[config.mk]
export PLATFORM = sky130hd
export DESIGN_NAME = cfi_ret_guard
export DESIGN_NICKNAME = d
export VERILOG_FILES = /design/src/rtl/cfi_guard_pkg.sv /design/src/rtl/cfi_label_store.sv /design/src/rtl/cfi_flow_judge.sv /design/src/rtl/cfi_ret_guard.sv
export SDC_FILE = /design/constraint.sdc
export NUM_CORES = 1
export LEC_CHECK = 0
export BUFFER_PORTS_ARGS = -buffer_cell sky130_fd_sc_hd__buf_4
export CAP_MARGIN = 0
export CORE_ASPECT_RATIO = 1.4
export CORE_UTILIZATION = 50
export DETAILED_ROUTE_END_ITERATION = 10
export PLACE_DENSITY_LB_ADDON = 0.25
export REMOVE_ABC_BUFFERS = 1
export SYNTH_ARGS = -nofsm -noshare
export SYNTH_HDL_FRONTEND = slang
export SYNTH_SLANG_ARGS = --single-unit
export TNS_END_PERCENT = 1
[constraint.sdc]
create_clock -name clk -period 6 [get_ports clk]
set_input_delay 1.2 -clock clk [delete_from_list [all_inputs] [get_ports clk]]
set_output_delay 1.2 -clock clk [all_outputs]
set_load 0.03 [all_outputs]
[src/rtl/cfi_guard_pkg.sv]
package cfi_guard_pkg;
  typedef enum logic [2:0] {
    OP_NONE  = 3'd0,
    OP_ENTER = 3'd1,
    OP_CHECK = 3'd2,
    OP_DROP  = 3'd3,
    OP_CALL  = 3'd4,
    OP_RET   = 3'd5,
    OP_RSV6  = 3'd6,
    OP_RSV7  = 3'd7
  } cfi_op_e;

  typedef enum logic [2:0] {
    VC_NONE     = 3'd0,
    VC_INACTIVE = 3'd1,
    VC_NOCHECK  = 3'd2,
    VC_FULL     = 3'd3,
    VC_STALE    = 3'd4
  } cfi_viol_e;
endpackage

[src/rtl/cfi_label_store.sv]
module cfi_label_store #(
  parameter int LABEL_W = 16,
  parameter int DEPTH   = 32
) (
  input  logic               clk,
  input  logic               rst,
  input  logic [LABEL_W-1:0] key,
  input  logic               ins_en,
  input  logic               rem_en,
  output logic               hit,
  output logic               full
);
  localparam int IDXW = (DEPTH > 1) ? $clog2(DEPTH) : 1;

  logic [DEPTH-1:0]   live_q;
  logic [LABEL_W-1:0] tag_q [DEPTH];
  logic [DEPTH-1:0]   hit_vec;
  logic [IDXW-1:0]    free_idx;

  genvar g;
  generate
    for (g = 0; g < DEPTH; g++) begin : g_cmp
      assign hit_vec[g] = live_q[g] && (tag_q[g] == key);
    end
  endgenerate

  assign hit  = |hit_vec;
  assign full = &live_q;

  always_comb begin
    free_idx = '0;
    for (int i = DEPTH - 1; i >= 0; i--) begin
      if (!live_q[i]) free_idx = IDXW'(i);
    end
  end

  always_ff @(posedge clk) begin
    if (rst) begin
      live_q <= '0;
    end else if (ins_en && !hit && !full) begin
      live_q[free_idx] <= 1'b1;
    end else if (rem_en) begin
      live_q <= live_q & ~hit_vec;
    end
  end

  always_ff @(posedge clk) begin
    if (ins_en && !hit && !full) tag_q[free_idx] <= key;
  end

  AST_SINGLE_HIT: assert property (@(posedge clk) disable iff (rst)
    $countones(hit_vec) <= 1);

  AST_STORE_GROWS: assert property (@(posedge clk) disable iff (rst)
    (ins_en && !hit && !full) |=> $countones(live_q) == $past($countones(live_q)) + 1);

  AST_DROP_SHRINKS: assert property (@(posedge clk) disable iff (rst)
    (rem_en && hit) |=> $countones(live_q) == $past($countones(live_q)) - 1);
endmodule

[src/rtl/cfi_flow_judge.sv]
module cfi_flow_judge
  import cfi_guard_pkg::*;
(
  input  logic      clk,
  input  logic      rst,
  input  logic      fire,
  input  cfi_op_e   op,
  input  logic      hit,
  input  logic      full,
  output cfi_viol_e code,
  output logic      ins_en,
  output logic      rem_en
);
  logic expect_q;
  logic miss, inact, ovf, stale;

  assign miss  = fire && expect_q && (op != OP_CHECK);
  assign inact = fire && (op == OP_CHECK) && !hit;
  assign ovf   = fire && (op == OP_ENTER) && !hit && full;
  assign stale = fire && (op == OP_DROP) && !hit;

  always_comb begin
    if (miss)       code = VC_NOCHECK;
    else if (inact) code = VC_INACTIVE;
    else if (ovf)   code = VC_FULL;
    else if (stale) code = VC_STALE;
    else            code = VC_NONE;
  end

  assign ins_en = fire && (code == VC_NONE) && (op == OP_ENTER);
  assign rem_en = fire && (code == VC_NONE) && (op == OP_DROP);

  always_ff @(posedge clk) begin
    if (rst) begin
      expect_q <= 1'b0;
    end else if (fire && code == VC_NONE) begin
      expect_q <= (op == OP_RET);
    end
  end

  AST_ARM_AFTER_RET: assert property (@(posedge clk) disable iff (rst)
    (fire && op == OP_RET && code == VC_NONE) |=> expect_q);

  AST_IDLE_KEEPS_ARM: assert property (@(posedge clk) disable iff (rst)
    (!fire) |=> $stable(expect_q));
endmodule

[src/rtl/cfi_ret_guard.sv]
module cfi_ret_guard
  import cfi_guard_pkg::*;
#(
  parameter int LABEL_W = 16,
  parameter int DEPTH   = 32
) (
  input  logic               clk,
  input  logic               rst,
  input  logic               in_valid,
  output logic               in_ready,
  input  logic [2:0]         in_op,
  input  logic [LABEL_W-1:0] in_label,
  output logic               halt,
  output logic [2:0]         viol_code
);
  logic      halt_q;
  cfi_viol_e code_q;
  cfi_viol_e cur_code;
  logic      fire, hit, full, ins_en, rem_en;

  assign in_ready = !halt_q;
  assign fire     = in_valid && in_ready;

  cfi_label_store #(.LABEL_W(LABEL_W), .DEPTH(DEPTH)) store_i (
    .clk(clk), .rst(rst), .key(in_label),
    .ins_en(ins_en), .rem_en(rem_en), .hit(hit), .full(full)
  );

  cfi_flow_judge judge_i (
    .clk(clk), .rst(rst), .fire(fire), .op(cfi_op_e'(in_op)),
    .hit(hit), .full(full), .code(cur_code),
    .ins_en(ins_en), .rem_en(rem_en)
  );

  always_ff @(posedge clk) begin
    if (rst) begin
      halt_q <= 1'b0;
      code_q <= VC_NONE;
    end else if (cur_code != VC_NONE) begin
      halt_q <= 1'b1;
      code_q <= cur_code;
    end
  end

  assign halt      = halt_q;
  assign viol_code = code_q;

  AST_HALT_STICKY: assert property (@(posedge clk) disable iff (rst)
    halt |=> halt);

  AST_CODE_HOLD: assert property (@(posedge clk) disable iff (rst)
    halt |=> $stable(viol_code));

  AST_CODE_MATCHES_HALT: assert property (@(posedge clk) disable iff (rst)
    halt == (viol_code != 3'd0));

  AST_CODE_RANGE: assert property (@(posedge clk) disable iff (rst)
    viol_code <= 3'd4);
endmodule

## After elaboration in Yosys (flattened, before gate mapping)

Memory sizes are Yosys's and may differ from the RTL's.
Index checks and enable logic that the tools add are counted.

| operators by class | value |
|---|---|
| $lt $le $gt $ge | 2 |
| eq/ne operators | 37 |
| muxes and demuxes | 42 |
| bitwise gates (word level) | 3 |
| reductions and logical operators | 56 |

Operators by type and width:

| cell | number |
|---|---|
| == test 16 bit | 32 |
| 2-to-1 mux 5 bit | 32 |
| 2-to-1 mux 32 bit | 2 |
| logical AND 1 bit | 48 |
| bitwise AND 32 bit | 1 |
| NOT 32 bit | 1 |
| bitwise OR 32 bit | 1 |
| AND reduction 32 bit | 1 |
| OR reduction 32 bit | 1 |
| 2-to-1 mux 3 bit | 4 |
| == test 3 x 2 -> 1 bit, second input constant | 2 |
| less-than comparator 5 x 6 -> 1 bit, second input constant | 1 |
| demux 1 bit (select 5 bit) | 1 |
| greater-or-equal comparator 5 x 1 -> 1 bit, second input constant | 1 |
| == test 3 x 1 -> 1 bit, second input constant | 1 |
| == test 3 bit, second input constant | 1 |
| zero test 1 bit | 3 |
| zero test 3 bit | 1 |
| 2-to-1 mux 1 bit | 3 |
| inequality test 3 x 2 -> 1 bit, second input constant | 1 |
| nonzero test 3 bit | 1 |
| nonzero test 2 bit | 1 |

| word-level totals | value |
|---|---|
| register bits after elaboration | 37 |
| RAM bits | 512 |
| output and inout port bits | 5 |
| memories | 1 |

Memories:

| memory | words | bits a word | rd ports | clocked after memory_dff | wr ports | RTL line | source |
|---|---|---|---|---|---|---|---|
| store_i.tag_q | 32 | 16 | 32 | 0 | 1 | cfi_label_store.sv:16 | `logic [LABEL_W-1:0] tag_q [DEPTH];` |

## Logic depth before layout (Yosys ltp)

| depth | value |
|---|---|
| word-level depth | 38 |
| gate-level depth with buffers | 13 |
| mapped depth without buffers | 8 |

## Cells and area by module

From an unflattened synthesis, not the netlist that was laid out.

| second synthesis, totals | value |
|---|---|
| cells, all modules | 1639 |
| area, all modules | 24144.4 µm² |

Modules (own cells, without submodules):

| module | times used | cells each | area each (µm²) |
|---|---|---|---|
| cfi_label_store | 1 | 1601 | 23844.1 |
| cfi_ret_guard | 1 | 16 | 151.4 |
| cfi_flow_judge | 1 | 22 | 148.9 |

## Least setup slack after synthesis

No wires, ideal clock.

| path | value |
|---|---|
| path type | input -> register |
| start | input in_op[2] |
| end | memory store_i.tag_q[12][0], enable pin |
| setup time | 0.431 ns |
| data arrival time | 4.751 ns |
| required time | 5.569 ns |
| setup slack | 0.818 ns |
| cell stages on the path | 9 |
| path buffers | 3 |
| path through | buf_6 or3b_1 and3_1 buf_6 or3_4 nand2b_4 or4b_1 buf_6 nor4_1 |

| between the ends | value |
|---|---|
| word-level cells in the longest chain between the ends | 14 |

Ends and longest elaborated chain:

| element | RTL line | source |
|---|---|---|
| from (decl) | cfi_ret_guard.sv:11 | `input logic [2:0] in_op,` |
| == test 3 x 2 -> 1 bit or == test 3 x 1 -> 1 bit (tied branches) | cfi_flow_judge.sv:20, cfi_flow_judge.sv:19, cfi_flow_judge.sv:30 |  |
| logical AND 1 bit, on equally long branches (2 in series) | cfi_flow_judge.sv:20, cfi_flow_judge.sv:19 |  |
| 2-to-1 mux 3 bit or logical AND 1 bit (tied branches) | cfi_flow_judge.sv:26, cfi_flow_judge.sv:19 |  |
| 2-to-1 mux 3 bit | cfi_flow_judge.sv:25 | `else if (ovf) code = VC_FULL;` |
| 2-to-1 mux 3 bit | cfi_flow_judge.sv:24 | `else if (inact) code = VC_INACTIVE;` |
| 2-to-1 mux 3 bit | cfi_flow_judge.sv:23 | `if (miss) code = VC_NOCHECK;` |
| zero test 3 bit | cfi_flow_judge.sv:30 | `assign ins_en = fire && (code == VC_NONE) && (op == OP_ENTER);` |
| logical AND 1 bit | cfi_flow_judge.sv:30 |  |
| logical AND 1 bit (*) | cfi_flow_judge.sv:30 |  |
| logical AND 1 bit (*) (2 in series) | cfi_label_store.sv:48 | `if (ins_en && !hit && !full) tag_q[free_idx] <= key;` |
| 2-to-1 mux 1 bit (*) | cfi_label_store.sv:48 |  |
| 2-to-1 mux 1 bit (not written as such) (*) | cfi_label_store.sv:48 |  |
| to (decl) | cfi_label_store.sv:16 |  |

Every way passes the cells marked *; elsewhere a longest branch is shown, timed or not.

## Final worst setup path

| path | value |
|---|---|
| start | input in_label[3] |
| end | memory store_i.tag_q[8][9], enable pin |

| between the ends | value |
|---|---|
| word-level cells in the longest chain between the ends | 16 |

Ends and longest elaborated chain:

| element | RTL line | source |
|---|---|---|
| from (decl) | cfi_ret_guard.sv:12 | `input logic [LABEL_W-1:0] in_label,` |
| == test 16 bit | cfi_label_store.sv:23 | `assign hit_vec[g] = live_q[g] && (tag_q[g] == key);` |
| logical AND 1 bit | cfi_label_store.sv:23 |  |
| OR reduction 32 bit (*) | cfi_label_store.sv:27 | `assign hit = \|hit_vec;` |
| zero test 1 bit (*) | -- |  |
| logical AND 1 bit, on equally long branches | cfi_flow_judge.sv:20, cfi_flow_judge.sv:19 |  |
| 2-to-1 mux 3 bit or logical AND 1 bit (tied branches) | cfi_flow_judge.sv:26, cfi_flow_judge.sv:19 |  |
| 2-to-1 mux 3 bit | cfi_flow_judge.sv:25 |  |
| 2-to-1 mux 3 bit | cfi_flow_judge.sv:24 |  |
| 2-to-1 mux 3 bit | cfi_flow_judge.sv:23 |  |
| zero test 3 bit | cfi_flow_judge.sv:30 |  |
| logical AND 1 bit (2 in series) | cfi_flow_judge.sv:30 |  |
| logical AND 1 bit (*) (2 in series) | cfi_label_store.sv:48 |  |
| 2-to-1 mux 1 bit (*) | cfi_label_store.sv:48 |  |
| 2-to-1 mux 1 bit (not written as such) (*) | cfi_label_store.sv:48 |  |

Marks and branches as above.

==> metrics.cfg <==
[outcome]
status = finished, final reports clean

[timing]
setup_viol = 0
worst_pin_slew_ns = 1.29
period_needed_ns = 4.73
rsz0062_at_grt = no
finalClockSkew_ns = 0.0168
post-route-period-util_pct = 78.9
finalHoldWorstSlack_ns = 0.528
relSlewSlack_pct = 14.1
slew_violations = 0
final_hold_viol_count = 0
fmax_ghz = 0.211

[clock_network]
cts_setup_buffers = 0
clk_pin_slew_ns = 0.07
cts_root_buffer = clkbuf_16
cts_buffers = 52
cts_hold_buffers = 0
insertion_delay_ns = 0.58
tritoncts = yes
h-tree-depth = 2
clock-sinks = 549
clock_path_buffers = 3
cts_resized = 0

[hold_path]
hold_path_class = reg -> reg
min_from = viol_code[2]
holdPathStages = 2

[route]
vias = 13707
via_per_inst = 5.68
avgRoutedWirePerCell_um = 23.8
drc_errors = 0
drt_wl_total_mm = 57.3
dr.pass1.iters = 5
first_iter_violations = 1073
ant_nets = 0

[critical_path]
cpPeakStageDelay_ns = 0.82
critPathLaunchType = primary input
cp_slowest_cell = nor4_2
reg2reg_depth = 9
cp-end-kind = flop
critPathLaunch = in_label[3]
cp_cell_sequence = buf_4 -> buf_4 -> xnor2_1 -> nand4_1 -> nor4_1 -> a22oi_1 -> nand4_1 -> nor3_2 -> nand2_2 -> buf_4 -> nor4_2 -> buf_4
crit_cells = 12
cp_top_family = simple AND/OR/NAND/NOR gates
worstPathArrival_ns = 5.01
crit_fanout = 32
path_buf_inv = 4
cpMostUsedCell = buf_4
crit_type = in -> reg
reg2reg_from = store_i.live_q[31]
cp.required_ns = 6.28

[die]
num_io_pins = 27
start_util_pct = 50.6
rows = 95
core_sq_um = 48000
fp.dieH_um = 263
dieArea_sq_um = 49500
die_w_um = 188

[grt]
grt_start_max_net_pins = 57
antenna_found_initial = 0
track_usage_pct = 23.4
grt_remaining_overflow = 0
grt_pass1_wl_mm = 87.6
grt_pass1_vias = 13941

[placement]
gp_congestion = 1.02
detailed_place.area_sq_um = 25800
port_buffers = 26
dp_hpwl_mm = 36.7

[finish]
num_antenna_cells = 0
final_cell_mix = xnor2_1 (512), edfxtp_1 (512), nand4_1 (150)
layout-drive-gt1-share_pct = 14.5
final_net_count = 1763
area_growth_pct = 13.6
stdcell_area_sq_um = 27600

[logic_synthesis]
ys_warn_count = 0
avgSynthCellArea_sq_um = 14.8
postSynthCellCount = 1645
yosysTopAreaCell = edfxtp_1
synth-edff-count = 512
synth.distinct_cells = 56
synthArstFlopShare_pct = 0
synth_seq_cells = 549
yosysSeqAreaShare_pct = 66.3
syn_area_sq_um = 24300
synth_top_area_share_pct = 63.3
synth.top_cells.by_area = edfxtp_1 (63%), xnor2_1 (18%), nand4_1 (3.9%)
ys.flop_type = edfxtp_1

[power]
cellPowerDensity_nw_per_um2 = 293
max-vdd-ir-drop_uv = 217
power.leakage_nw = 8.17

[job]
cap_violations = 0

worst register-to-register path, delay by kind of cell, from the launching register on:
| kind | cells | cell delay (ns) |
|---|---|---|
| and+or+nand+nor | 2 | 0.85 |
| AOI/OAI and AO/OA | 5 | 1.67 |
| buffers and inverters | 2 | 0.58 |
| DFF | 1 | 0.49 |
cell type report:
type	instances	area (sq um)
Inverter	15	56.3
Timing Repair Buffer	136	1210
Tap cell	630	788
Sequential cell	549	16100
Clock inverter	32	390
Clock buffer	63	1360
Multi-Input combinational cell	987	7670
Fill cell	3793	20400
sequential cells by signal, summed over array words and instances, names as in the netlist:
register / cells
store_i.tag_q: 512
store_i.live_q: 32
viol_code: 3
halt: 1
judge_i.expect_q: 1
Yosys cell counts, types with 16 or more instances:
master	number
edfxtp_1	512
xnor2_1	512
nand4_1	150
nor4_1	49
nand2_1	45
a21oi_1	38
dfxtp_1	37
buf_4	35
buf_2	23
nand2b_1	23
nor2_1	19
clkbuf_1	17
buf_6	16
o32ai_1	16
cell families after synthesis:
group                     share of synthesized area, %
xor gates and xnor gates                          18.5
AOI/OAI and AO/OA                                 3.43
buffers and inverters                             2.84
DFF                                               66.3
and+or+nand+nor                                   8.96
final timing paths:
kind | endpoint | slack (ns)
hold / removal | viol_code[2] | 0.53
hold reg to reg | viol_code[2] | 0.53
setup / recovery | store_i.tag_q[8][9] | 1.27
setup reg to reg | store_i.tag_q[8][9] | 2.11
stage by stage:
stage	setup slack, ns	utilization, %	std cells	TNS (ns)	total power (W)
after global routing	1.15	57.5	2412	0	0.00830
final	1.27	57.5	2412	0	0.00808
after detailed placement	0.660	53.8	2317	0	0.00476
after global placement	0.693	53.8	2317	0	0.00476
after CTS	1.27	57.5	2412	0	0.00813
after floorplan	-1.64	-	1551	-566.25	0.00446
routing by layer:
layer  share of wire [%]  global-route usage, %  vias up
li1                    -                      -     6281
met5                   0                      0        -
met4                 3.0                   7.61        0
met1                  43                   31.3     6981
met2                  50                   39.9      341
met3                 4.2                   2.70      104
where the power goes:
| group | internal, W | switching (W) |
|---|---|---|
| sequential | 0.00418 | 0.00000254 |
| combinational | 0.000188 | 0.000305 |
| clock | 0.00200 | 0.00140 |
| total | 0.00637 | 0.00171 |
No activity file was read; power rests on OpenSTA's default activity.
